[src/rtl/phy_cal_pkg.sv]
package phy_cal_pkg;

  typedef enum logic [1:0] {
    K_WR  = 2'd0,
    K_RMW = 2'd1,
    K_CHK = 2'd2
  } step_kind_e;

  typedef enum logic [2:0] {
    S_START = 3'd0,
    S_DELAY = 3'd1,
    S_READ  = 3'd2,
    S_WRITE = 3'd3,
    S_DONE  = 3'd4,
    S_ERR   = 3'd5
  } seq_state_e;

  localparam int unsigned NUM_STEPS = 16;
  localparam int unsigned STEP_W    = $clog2(NUM_STEPS);

  localparam logic [1:0] ERR_NONE    = 2'd0;
  localparam logic [1:0] ERR_CAL     = 2'd1;
  localparam logic [1:0] ERR_TIMEOUT = 2'd2;

  function automatic step_kind_e step_kind(input logic [STEP_W-1:0] idx);
    case (int'(idx))
      0, 15:   return K_WR;
      3, 5:    return K_CHK;
      default: return K_RMW;
    endcase
  endfunction

endpackage

[src/rtl/phy_cal_steps.sv]
module phy_cal_steps
  import phy_cal_pkg::*;
#(
  parameter int unsigned ADDR_W = 6,
  parameter int unsigned DATA_W = 8
) (
  input  logic [STEP_W-1:0] idx_i,
  output logic [ADDR_W-1:0] addr_o,
  output logic [DATA_W-1:0] val_o
);

  logic [7:0] a8;
  logic [7:0] v8;

  // val is the OR mask for RMW steps, the literal for plain writes
  always_comb begin
    case (int'(idx_i))
      0:       begin a8 = 8'h24; v8 = 8'h00; end
      1:       begin a8 = 8'h01; v8 = 8'h40; end
      2:       begin a8 = 8'h02; v8 = 8'h02; end
      3:       begin a8 = 8'h03; v8 = 8'h00; end
      4:       begin a8 = 8'h01; v8 = 8'h02; end
      5:       begin a8 = 8'h03; v8 = 8'h00; end
      6:       begin a8 = 8'h06; v8 = 8'h03; end
      7:       begin a8 = 8'h08; v8 = 8'h02; end
      8:       begin a8 = 8'h20; v8 = 8'h01; end
      9:       begin a8 = 8'h07; v8 = 8'hFF; end
      10:      begin a8 = 8'h09; v8 = 8'hFF; end
      11:      begin a8 = 8'h21; v8 = 8'hFF; end
      12:      begin a8 = 8'h22; v8 = 8'h01; end
      13:      begin a8 = 8'h23; v8 = 8'h01; end
      14:      begin a8 = 8'h0F; v8 = 8'h07; end
      default: begin a8 = 8'h11; v8 = 8'h04; end
    endcase
  end

  assign addr_o = ADDR_W'(a8);
  assign val_o  = DATA_W'(v8);

endmodule

[src/rtl/phy_cal_cnt.sv]
module phy_cal_cnt #(
  parameter int unsigned LIMIT = 16
) (
  input  logic clk_i,
  input  logic rst_ni,
  input  logic clr_i,
  input  logic en_i,
  output logic hit_o
);

  localparam int unsigned CNT_W = (LIMIT > 1) ? $clog2(LIMIT) : 1;

  logic [CNT_W-1:0] cnt_q;

  always_ff @(posedge clk_i or negedge rst_ni) begin
    if (!rst_ni)    cnt_q <= '0;
    else if (clr_i) cnt_q <= '0;
    else if (en_i)  cnt_q <= cnt_q + 1'b1;
  end

  // hit on the LIMIT-th enabled edge since the last clear
  assign hit_o = en_i && (cnt_q == CNT_W'(LIMIT - 1));

endmodule

[src/rtl/phy_cal_ctrl.sv]
module phy_cal_ctrl
  import phy_cal_pkg::*;
#(
  parameter int unsigned DATA_W  = 8,
  parameter int unsigned CAL_BIT = 4
) (
  input  logic              clk_i,
  input  logic              rst_ni,
  input  logic [DATA_W-1:0] step_val_i,
  input  logic              ack_i,
  input  logic [DATA_W-1:0] rdata_i,
  input  logic              dly_hit_i,
  input  logic              to_hit_i,
  output logic [STEP_W-1:0] step_o,
  output logic              req_o,
  output logic              we_o,
  output logic [DATA_W-1:0] wdata_o,
  output logic              dly_en_o,
  output logic              to_en_o,
  output logic              to_clr_o,
  output logic              done_o,
  output logic              err_o,
  output logic [1:0]        err_code_o
);

  seq_state_e        state_q, state_d;
  logic [STEP_W-1:0] step_q, step_d, step_nxt;
  logic [DATA_W-1:0] merged_q, merged_d;
  logic [1:0]        code_q, code_d;
  step_kind_e        cur_kind, nxt_kind;
  logic              last_step, adv;

  assign step_nxt  = step_q + 1'b1;
  assign cur_kind  = step_kind(step_q);
  assign nxt_kind  = step_kind(step_nxt);
  assign last_step = (step_q == STEP_W'(NUM_STEPS - 1));

  function automatic seq_state_e entry_state(input step_kind_e k);
    case (k)
      K_WR:    return S_WRITE;
      K_CHK:   return S_DELAY;
      default: return S_READ;
    endcase
  endfunction

  always_comb begin
    state_d  = state_q;
    step_d   = step_q;
    merged_d = merged_q;
    code_d   = code_q;
    adv      = 1'b0;
    case (state_q)
      S_START: state_d = entry_state(cur_kind);
      S_DELAY: if (dly_hit_i) state_d = S_READ;
      S_READ: begin
        if (ack_i) begin
          if (cur_kind == K_CHK) begin
            if (rdata_i[CAL_BIT]) begin
              adv = 1'b1;
            end else begin
              state_d = S_ERR;
              code_d  = ERR_CAL;
            end
          end else begin
            merged_d = rdata_i | step_val_i;
            state_d  = S_WRITE;
          end
        end else if (to_hit_i) begin
          state_d = S_ERR;
          code_d  = ERR_TIMEOUT;
        end
      end
      S_WRITE: begin
        if (ack_i) begin
          adv = 1'b1;
        end else if (to_hit_i) begin
          state_d = S_ERR;
          code_d  = ERR_TIMEOUT;
        end
      end
      default: ;
    endcase
    if (adv) begin
      if (last_step) begin
        state_d = S_DONE;
      end else begin
        step_d  = step_nxt;
        state_d = entry_state(nxt_kind);
      end
    end
  end

  always_ff @(posedge clk_i or negedge rst_ni) begin
    if (!rst_ni) begin
      state_q  <= S_START;
      step_q   <= '0;
      merged_q <= '0;
      code_q   <= ERR_NONE;
    end else begin
      state_q  <= state_d;
      step_q   <= step_d;
      merged_q <= merged_d;
      code_q   <= code_d;
    end
  end

  assign step_o     = step_q;
  assign req_o      = (state_q == S_READ) || (state_q == S_WRITE);
  assign we_o       = (state_q == S_WRITE);
  assign wdata_o    = (cur_kind == K_WR) ? step_val_i : merged_q;
  assign dly_en_o   = (state_q == S_DELAY);
  assign to_en_o    = req_o && !ack_i;
  assign to_clr_o   = !req_o || ack_i;
  assign done_o     = (state_q == S_DONE);
  assign err_o      = (state_q == S_ERR);
  assign err_code_o = code_q;

endmodule

[src/rtl/phy_cal_seq.sv]
module phy_cal_seq
  import phy_cal_pkg::*;
#(
  parameter int unsigned WAIT_CYC    = 2500000,
  parameter int unsigned TIMEOUT_CYC = 32,
  parameter int unsigned ADDR_W      = 6,
  parameter int unsigned DATA_W      = 8,
  parameter int unsigned CAL_BIT     = 4
) (
  input  logic              clk_i,
  input  logic              rst_ni,
  output logic              req_o,
  output logic              we_o,
  output logic [ADDR_W-1:0] addr_o,
  output logic [DATA_W-1:0] wdata_o,
  input  logic              ack_i,
  input  logic [DATA_W-1:0] rdata_i,
  output logic              done_o,
  output logic              err_o,
  output logic [1:0]        err_code_o
);

  logic [STEP_W-1:0] step;
  logic [DATA_W-1:0] step_val;
  logic              dly_en, dly_hit;
  logic              to_en, to_clr, to_hit;

  phy_cal_steps #(
    .ADDR_W(ADDR_W),
    .DATA_W(DATA_W)
  ) u_steps (
    .idx_i (step),
    .addr_o(addr_o),
    .val_o (step_val)
  );

  phy_cal_cnt #(
    .LIMIT(WAIT_CYC)
  ) u_dly_cnt (
    .clk_i (clk_i),
    .rst_ni(rst_ni),
    .clr_i (!dly_en),
    .en_i  (dly_en),
    .hit_o (dly_hit)
  );

  phy_cal_cnt #(
    .LIMIT(TIMEOUT_CYC)
  ) u_to_cnt (
    .clk_i (clk_i),
    .rst_ni(rst_ni),
    .clr_i (to_clr),
    .en_i  (to_en),
    .hit_o (to_hit)
  );

  phy_cal_ctrl #(
    .DATA_W (DATA_W),
    .CAL_BIT(CAL_BIT)
  ) u_ctrl (
    .clk_i     (clk_i),
    .rst_ni    (rst_ni),
    .step_val_i(step_val),
    .ack_i     (ack_i),
    .rdata_i   (rdata_i),
    .dly_hit_i (dly_hit),
    .to_hit_i  (to_hit),
    .step_o    (step),
    .req_o     (req_o),
    .we_o      (we_o),
    .wdata_o   (wdata_o),
    .dly_en_o  (dly_en),
    .to_en_o   (to_en),
    .to_clr_o  (to_clr),
    .done_o    (done_o),
    .err_o     (err_o),
    .err_code_o(err_code_o)
  );

endmodule

[config.mk]
export PLATFORM = sky130hd
export DESIGN_NAME = phy_cal_seq
export DESIGN_NICKNAME = d
export VERILOG_FILES = /design/src/rtl/phy_cal_pkg.sv /design/src/rtl/phy_cal_steps.sv /design/src/rtl/phy_cal_cnt.sv /design/src/rtl/phy_cal_ctrl.sv /design/src/rtl/phy_cal_seq.sv
export SDC_FILE = /design/constraint.sdc
export NUM_CORES = 1
export LEC_CHECK = 0
export BUFFER_PORTS_ARGS = -buffer_cell sky130_fd_sc_hd__buf_2
export CAP_MARGIN = 15
export CORE_MARGIN = 3
export CORE_UTILIZATION = 50
export CTS_CLUSTER_DIAMETER = 60
export DETAILED_ROUTE_END_ITERATION = 7
export HOLD_SLACK_MARGIN = 0.02
export PLACE_DENSITY_LB_ADDON = 0.08
export SLEW_MARGIN = 20
export SYNTH_ARGS = -nofsm -noshare
export SYNTH_HDL_FRONTEND = slang
export SYNTH_SLANG_ARGS = --single-unit
export TNS_END_PERCENT = 30
[constraint.sdc]
create_clock -name clk_i -period 6.9 [get_ports clk_i]
set_clock_uncertainty 0.05 [all_clocks]
set_input_delay 1.725 -clock clk_i [delete_from_list [all_inputs] [get_ports clk_i]]
set_output_delay 1.725 -clock clk_i [all_outputs]
set_load 0.02 [all_outputs]
# [Word-level counts from Yosys, hierarchy flattened]
# Memory sizes are Yosys's and may differ from the RTL's.
# Index checks and enable logic that the tools add are counted.
# Widths: inputs -> output; s select.
[totals] memories=1 reg_bits=44 out_inout_bits=20 elab_cells=85 inputBits=11 mem_bits_ro=224
[classes] n_reduce_logical=23 n_eq_ne=21 add_sub_neg=3 bitwise=3 mux=28
[memory_table] memory="(name not given)" depth=16 width=14 rd=1 rd_clocked_by_memory_dff=0 wr=0 line_no="phy_cal_steps.sv:17" source="case (int'(idx_i))"
[op_table] cell="$mux 3" n=8
[op_table] cell="$add 22x1->22 const B" n=1
[op_table] cell="$eq 22x22->1 const B" n=1
[op_table] cell="$mux 22" n=1
[op_table] cell="$pmux 2 s2" n=5
[op_table] cell="$pmux 3 s4" n=1
[op_table] cell="$mux 2" n=5
[op_table] cell="$mux 5" n=2
[op_table] cell="$ne 3x2->1 const B" n=3
[op_table] cell="$eq 4x2->1 const B" n=2
[op_table] cell="$eq 4x3->1 const B" n=2
[op_table] cell="$eq 4x4->1 const B" n=2
[op_table] cell="$logic_not 4->1" n=2
[op_table] cell="$mux 8" n=1
[op_table] cell="$or 8x8->8" n=1
[op_table] cell="$reduce_and 4->1" n=2
[op_table] cell="$reduce_or 2->1" n=4
[op_table] cell="$eq 3x2->1 const B" n=2
[op_table] cell="$eq 3x3->1 const B" n=2
[op_table] cell="$add 5x1->5 const B" n=1
[op_table] cell="$eq 5x5->1 const B" n=1
[op_table] cell="$ne 5x4->1 const B" n=1
[op_table] cell="$reduce_bool 5->1" n=1
[op_table] cell="$add 4x1->4 const B" n=1
[op_table] cell="other kinds (15)" n=26

# [Logic depth before layout (Yosys ltp)]
# Gate-level depths: netlist (run 1).
[logic_depth] depth_word=9 ltp_mapped=8 depth_no_buf=8

# [Cells and area by module]
# A second synthesis (run 1) with hierarchy kept.
[unflattened] hier_cells=332 area_unflattened_um2=2984.1
[modules_own_cells] mod="phy_cal_cnt at u_dly_cnt" instances=1 cells_each=130 area_per_inst_um2=1223.7 seq_area_each_um2=550.5
[modules_own_cells] mod="phy_cal_ctrl" instances=1 cells_each=132 area_per_inst_um2=1158.6 seq_area_each_um2=425.4
[modules_own_cells] mod="phy_cal_steps" instances=1 cells_each=46 area_per_inst_um2=312.8 seq_area_each_um2=0.0
[modules_own_cells] mod="phy_cal_cnt at u_to_cnt" instances=1 cells_each=23 area_per_inst_um2=285.3 seq_area_each_um2=125.1
[modules_own_cells] mod="phy_cal_seq" instances=1 cells_each=1 area_per_inst_um2=3.8 seq_area_each_um2=0.0

# [Worst setup path before layout (run 1)]
# No wires, ideal clock.
[synth_timing] path_kind="flip-flop to output port" startpoint="reg u_ctrl.step_q[0], in the netlist u_ctrl.step_o[0]" endpoint="out wdata_o[0]" setup_slack_ps=3313 arrival_ps=1812 stages_incl_launch_ff=7 path_buffers=0 cell_sequence="dfrtp_1 > inv_1 > ha_1 > inv_1 > nor2_1 > a2bb2oi_1 > mux2_2"
[synth_between] elab_chain_len=5
[synth_rtl] item="start: declaration" line_no="phy_cal_ctrl.sv:27" source="logic [STEP_W-1:0] step_q, step_d, step_nxt;"
[synth_rtl] item="start signal: assignment" line_no="phy_cal_ctrl.sv:101" source="step_q <= step_d;"
[synth_rtl] item="$eq 4x2->1, or another cell as far along" line_no="phy_cal_pkg.sv:26" source="case (int'(idx))"
[synth_rtl] item="$reduce_or 2->1" line_no="phy_cal_pkg.sv:26"
[synth_rtl] item="$pmux 2 s2" line_no="phy_cal_pkg.sv:26"
[synth_rtl] item="$logic_not 2->1" line_no="phy_cal_ctrl.sv:110" source="assign wdata_o = (cur_kind == K_WR) ? step_val_i : merged_q;"
[synth_rtl] item="$mux 8 (*)" line_no="phy_cal_ctrl.sv:110"
[synth_rtl] item="end: declaration" line_no="phy_cal_seq.sv:15" source="output logic [DATA_W-1:0] wdata_o,"
# Every way passes the cells marked *; elsewhere a longest branch is shown, timed or not.

# [Worst setup path in the final report (run 1)]
[layout_timing] startpoint="reg u_ctrl.step_q[1], in the netlist u_ctrl.step_o[1]" endpoint="out wdata_o[6]"
# The elaborated chain is that of the path after synthesis.

==> metrics.txt, run 1 <==
status complete, no violations; Post-CTS Setup Bufs 0; Hold Path Cell Cnt 1; initial core utilization 53.3%; count leader, synth dfrtp_1; Die Y-Extent approximately 80 um; Ant. Diodes 0; crit path time final around 4.4 ns; Max Slew Vio Count 0; r2r setup slk 4.53 ns; pin count of the biggest net entering global routing 45; cts repair resizes 0; Pleak between 1 and 1.5 nW; Core ar. 4850 sq um; TritonCTS Buffers 5; Post-synth top cells dfrtp_1 (44), nor2_1 (42), nand2_1 (26), o21ai_0 (20), xor2_1 (13); kind of critical path flip-flop to output port; CP Launch Type flip-flop; wire length on met2 2230 um; ys flop type dfrtp_1; drt first pass iters 4; CP endpoint kind output port; reg2reg path depth 7; ranking of synthesized cells by area dfrtp_1 (43%), nor2_1 (6.1%), ha_1 (5.3%); global-route wire length before repair roughly 9300 um; crit share post-route a little over three fifths; Final Hold Violating Endpoints 0; post-synth top area cell dfrtp_1; slew margin rel. between 40% and 50%; HP Start u_to_cnt.cnt_q[0]; Post-Syn Area 2580 sq um; via count approximately 2100; unrepaired setup endpoints after global routing false; Hold WS approximately 0.41 ns; Post-CTS Hold Buffers 0; met3 WL post-DR roughly 260 um; flops & latches, synth 44; post-route DRC violation count 0; Max Root-Sink Buffers 2; initial antenna violation count 0; initial DRC count between 80 and 90; CTS tree built; via density per instance approximately 5.4; pre-CTS setup slack approximately 2.9 ns; setup ws final approximately 2.5 ns; Max Freq approximately 0.23 GHz; layout cell share with drive strength beyond 1 between 10% and 20%; Tot Pwr 1.05 mW; FP Rows 25; Metal-1 WL about 2800 um; Arrival @ worst endpoint between 2 and 3 ns; Async SR Flop Fraction 100%; FF-to-FF Start u_ctrl.step_o[1]; Setup TNS Final 0 ns; post-synthesis sequential area ratio between 40% and 50%; Top Layer Used met4; IO buf count 30; Clock transition at path regs 0.09 ns; nets roughly 340; Clock Sinks 44; num ports 31; routed len/inst approximately 14 um; WHS Endpoint u_to_cnt.cnt_q[0]; share of Yosys cell area claimed by the top area cell type 42.6%; Max Cap Viol 0; CP required about 5 ns; Syn Area/Cell between 8 and 9 sq um; total number of yosys warnings 0; syn nets slightly above 300; number of global-route vias before repair ~2000; Final GP Congestion between 0.9 and 1; post-route ant nets 0; clock latency on the worst-skew pair about 0.3 ns; Post-DP HPWL between 3000 and 4000 um; total track usage approximately a fifth; Peak VDD IR approximately 0.21 mV; Worst Max-Slew Pin Slew around 0.87 ns; global route overflow 0; H-tree depth 2; reg2reg end u_ctrl.state_q[1]; Post-synth EDFFs 0; die area approximately 6000 sq um; count of cell types in the netlist 45; Layout area overhead 12.4%; die width about 80 um; CTS root buf clkbuf_8; crit path max fanout 10; number of endpoints failing setup at the final stage 0; Post-Syn Instances ~290; min-delay worst type flip-flop to flip-flop; PwrDens approximately 360 nW/um^2; DRT Wirelength 5320 um
==> sequential cells by signal, summed over array words and instances, names as in the netlist <==
name	count
u_ctrl.err_code_o	2
u_ctrl.merged_q	8
u_ctrl.state_q	3
u_ctrl.step_o	4
u_dly_cnt.cnt_q	22
u_to_cnt.cnt_q	5
==> layer usage <==
metal  GRT usage (%)  up-vias
met2            27.5       42
met3            3.94        7
met4            6.76        0
met1            28.5      981
met5               0        -
li1                -     1053
==> cell usage in the layout, fill, tap and decap left out, types with 2 or more instances in the layout <==
cell type | netlist | routed
xnor2_1 | 9 | 9
nand3_1 | 11 | 11
clkbuf_8 | 0 | 5
and2_1 | 10 | 10
and3_1 | 5 | 5
o32ai_1 | 3 | 3
nor2b_1 | 4 | 4
dfrtp_1 | 44 | 44
nor2_1 | 42 | 42
nor4_1 | 3 | 3
a21oi_1 | 12 | 12
inv_1 | 12 | 12
o21ai_0 | 20 | 20
ha_1 | 11 | 11
a31oi_1 | 2 | 2
a21o_1 | 2 | 2
o21ai_1 | 2 | 2
mux2i_1 | 3 | 3
a2bb2oi_1 | 2 | 2
nor3_1 | 2 | 2
a21oi_2 | 2 | 2
nand2b_1 | 4 | 4
or3_1 | 3 | 3
mux2_2 | 4 | 4
o22ai_1 | 3 | 3
buf_2 | 2 | 30
and4_1 | 2 | 2
nand2_1 | 26 | 26
xor2_1 | 13 | 13
nand4_1 | 8 | 8
==> logic make-up after synthesis <==
group                      count (synthesis)  share of synthesized area (%)
xor gates and xnor gates                  22                           7.46
buffers and inverters                     23                           3.73
muxes                                      9                           3.92
AOI/OAI and AO/OA                         53                           12.5
adders and majority gates                 11                           5.33
DFF                                       44                           42.6
and+or+nand+nor                          126                           24.4
==> critical path, stage by stage (launching register included) <==
cell,delay (ns)
dfrtp_1,0.51
inv_1,0.21
ha_1,0.28
inv_1,0.12
nor2_1,0.08
a2bb2oi_1,0.54
mux2_2,0.40
buf_2,0.16
==> per-stage QoR <==
stage                     utilization (%)  std cells  instance area, sq um
final                                59.9        384                  2910
after global routing                 59.9        384                  2910
after CTS                            59.5        383                  2890
after detailed placement             57.1        375                  2770
after global placement               57.1        375                  2770
after floorplan                         -        288                  2580
==> worst max-delay path by stage <==
stage	startpoint	to	slack, ns	cells past startpoint
floorplan	u_ctrl.step_o[0]	wdata_o[0]	3.31	6
global placement	u_ctrl.step_o[1]	wdata_o[1]	2.93	7
detailed placement	u_ctrl.step_o[1]	wdata_o[1]	2.88	7
CTS	u_ctrl.step_o[1]	wdata_o[6]	2.54	7
global route	u_ctrl.step_o[1]	wdata_o[1]	2.34	7
finish	u_ctrl.step_o[1]	wdata_o[6]	2.54	7
==> power by group <==
part	leakage (nW)	total, mW	internal [mW]	switching (mW)
Clock	0.0548	0.202	0.109	0.0930
Combinational	0.655	0.483	0.191	0.292
Sequential	0.571	0.368	0.303	0.0656
Total	1.28	1.05	0.603	0.451
==> area by class of cell <==
| type | instances | area, sq um |
|---|---|---|
| Clock buffer | 5 | 68.8 |
| Clock inverter | 3 | 46.3 |
| Fill cell | 454 | 1940 |
| Inverter | 13 | 48.8 |
| Multi-Input combinational cell | 221 | 1390 |
| Sequential cell | 44 | 1100 |
| Tap cell | 67 | 83.8 |
| Timing Repair Buffer | 31 | 170 |
(Power assumes the default switching activity.)
==> inputs of run 2 (changes only) <==
- ABC_AREA: not set -> 1
- clock period: 6.9 -> 3.5 ns (I/O delays scaled with it)
==> metrics.txt, run 2 <==
Post-synth EDFFs 0 (unchanged); Arrival @ worst endpoint 2.12 ns (-0.47 ns); Async SR Flop Fraction 100% (unchanged); nets 454 (+34%); Die Y-Extent 81.3 um (+4.4%); count leader, synth nand2_1; Final Hold Violating Endpoints 0 (unchanged); layout cell share with drive strength beyond 1 14.8% (-0.68 points); status complete, no violations; Syn Area/Cell 7.09 sq um (-21%); cts repair resizes 0 (unchanged); total track usage 20.0% (+0.86 points); crit share post-route 87.0%; TritonCTS Buffers 5 (unchanged); post-synthesis sequential area ratio 38.8% (-3.8 points); CP Launch Type flip-flop; via count 2561 (+23%); post-synth top area cell dfrtp_1; Core ar. 5300 sq um (+9.4%); die width 81.3 um (+4.4%); FP Rows 26 (+4.0%); share of Yosys cell area claimed by the top area cell type 38.8% (-3.8 points); Clock transition at path regs 0.08 ns (about the same); CP required 2.57 ns (-2.55 ns); PwrDens 296 nW/um^2 (-18%); DRT Wirelength 5890 um (+11%); die area 6610 sq um (+9.0%); min-delay worst type flip-flop to flip-flop; Post-DP HPWL 4550 um (+21%); slew margin rel. 36.7% (-5.2 points); unrepaired setup endpoints after global routing false; area of the multi-input gates 1490 sq um (+7.1%); CTS tree built; Bufs and invs on worst path 4 (+1); initial antenna violation count 0 (unchanged); global-route wire length before repair 10400 um (+11%); Setup TNS Final 0 ns (unchanged); IO buf count 30 (unchanged); initial core utilization 53.5% (+0.18 points); pin count of the biggest net entering global routing 45 (unchanged); via density per instance 5.09 (-6.1%); Max Freq roughly 0.33 GHz; routed len/inst 11.7 um (-15%); CP top delay family buffers and inverters; kind of critical path flip-flop to output port; ranking of synthesized cells by area dfrtp_1 (39%), nand2_1 (14%), inv_1 (6.9%); post-route DRC violation count 0 (unchanged); Layout area overhead 11.4%; CTS root buf clkbuf_8; total number of yosys warnings 0 (unchanged); CP endpoint kind output port; Post-Syn Area 2840 sq um (+9.7%); Most common cell on crit path inv_1; register area 1100 sq um (unchanged); flops & latches, synth 44 (unchanged); num ports 31 (unchanged); max reg flops 22 (unchanged); syn nets 422 (+36%); Worst Max-Slew Pin Slew 0.950 ns (+0.0779 ns); Max Root-Sink Buffers 2 (unchanged); Crit-path slowest cell dfrtp_1; crit path max fanout 9 (-1); Post-CTS Setup Bufs 0 (unchanged); Pleak 1.50 nW (+17%); Max Slew Vio Count 0 (unchanged); Post-CTS Hold Buffers 0 (unchanged); post-route ant nets 0 (unchanged); ys flop type dfrtp_1; global route overflow 0 (unchanged); number of global-route vias before repair 2414 (+21%); Regs by FF count u_dly_cnt.cnt_q: 22 flops, u_ctrl.merged_q: 8 flops, u_to_cnt.cnt_q: 5 flops; Final GP Congestion 0.895 (-0.62%); most frequent cells in the layout nand2_1 (109), inv_1 (52), nor2_1 (52), dfrtp_1 (44), o21ai_0 (35); commonest non-fill, non-tap cell in the layout nand2_1; worst-path cell chain inv_1 -> ha_1 -> nand3_1 -> nand2_2 -> inv_1 -> nand2_1 -> inv_2 -> nor2_1 -> a31oi_1 -> buf_2; Tot Pwr 0.935 mW (-11%); number of endpoints failing setup at the final stage 0 (unchanged); Post-Syn Instances 400 (+39%); drt first pass iters 5 (+1); Max Cap Viol 0 (unchanged); Largest stage delay, worst path 0.49 ns (-0.05 ns); clock latency on the worst-skew pair 0.30 ns (about the same); Fillers 515 (+13%); count of cell types in the netlist 30 (-33%); initial DRC count 176 (+98%); Post-synth top cells nand2_1 (109), inv_1 (52), nor2_1 (52), dfrtp_1 (44), o21ai_0 (35); Reg with most FFs u_dly_cnt.cnt_q; crit path time final just over 3 ns; Peak VDD IR 0.140 mV (-33%); Clock Sinks 44 (unchanged); Ant. Diodes 0 (unchanged); H-tree depth 2 (unchanged)
-- run 2: changes by cell type after synthesis, sizes merged, moves of 9 or more --
cell,delta
nor2,+16
nand2,+89
o21ai,+14
nand3,+17
inv,+43
and2,-10
nor3,+14
xnor2,-9
-- run 2: metrics by stage --
stage / util (%) / hold WS [ns] / setup slack, ns / cell area [sq um] / instances
detailed placement: 57.3 / 0.403 / 0.787 / 3040 / 495
finish: 59.6 / 0.412 / 0.454 / 3160 / 503
global route: 59.6 / 0.431 / 0.232 / 3160 / 503
global placement: 57.3 / 0.403 / 0.850 / 3040 / 495
floorplan: - / 0.380 / 0.923 / 2840 / 400
CTS: 59.6 / 0.415 / 0.446 / 3160 / 503
-- run 2: final cells by class --
| class | count | share of cell area (%) |
|---|---|---|
| multi-input cells | 295 | 47.0 |
| flip-flops and latches | 44 | 34.9 |
| inverters | 56 | 6.74 |
| repair buffers | 30 | 4.75 |
| well taps | 70 | 2.77 |
| clock buffers | 6 | 2.61 |
| clock inverters | 2 | 1.23 |
-- run 2: final timing paths --
kind,start,end,slack (ns),cells after the start
max in group asynchronous,rst_ni,u_ctrl.step_o[3],2.14,1
min in group asynchronous,rst_ni,u_ctrl.merged_q[5],0.66,1
min,u_to_cnt.cnt_q[0],u_to_cnt.cnt_q[0],0.41,1
max,u_ctrl.step_o[1],wdata_o[6],0.45,10
min reg2reg,u_to_cnt.cnt_q[0],u_to_cnt.cnt_q[0],0.41,1
max reg2reg,u_ctrl.step_o[1],u_ctrl.merged_q[1],1.51,8
-- run 2: worst reg2reg max path, stage by stage (launching register included) --
cell,delay [ns]
dfrtp_1,0.49
inv_1,0.19
ha_1,0.25
nand3_1,0.12
nand3_1,0.12
nor2_2,0.37
inv_1,0.15
nand2_1,0.09
nand2_1,0.05
-- run 2: kinds of logic after synthesis --
family	synth area share (%)
and+or+nand+nor	35.0
buffers and inverters	8.78
AOI/OAI and AO/OA	10.6
adders and majority gates	4.85
DFF	38.8
xor gates and xnor gates	1.85
-- run 2: report_power, final --
| part | total, mW | internal (mW) | switching, mW |
|---|---|---|---|
| combinational | 0.0181 | 0.00456 | 0.0135 |
| clock | 0.409 | 0.233 | 0.175 |
| sequential | 0.508 | 0.508 | 0 |
| total | 0.935 | 0.746 | 0.189 |
-- run 2: routing by layer --
layer	up-vias	routed length (um)	global-route usage (%)	part of all wire, %
met2	54	2590	32.0	44
li1	1338	-	-	-
met4	0	89	6.59	1.5
met1	1162	2890	27.4	49
met3	7	314	3.44	5.3
met5	-	0	0	0
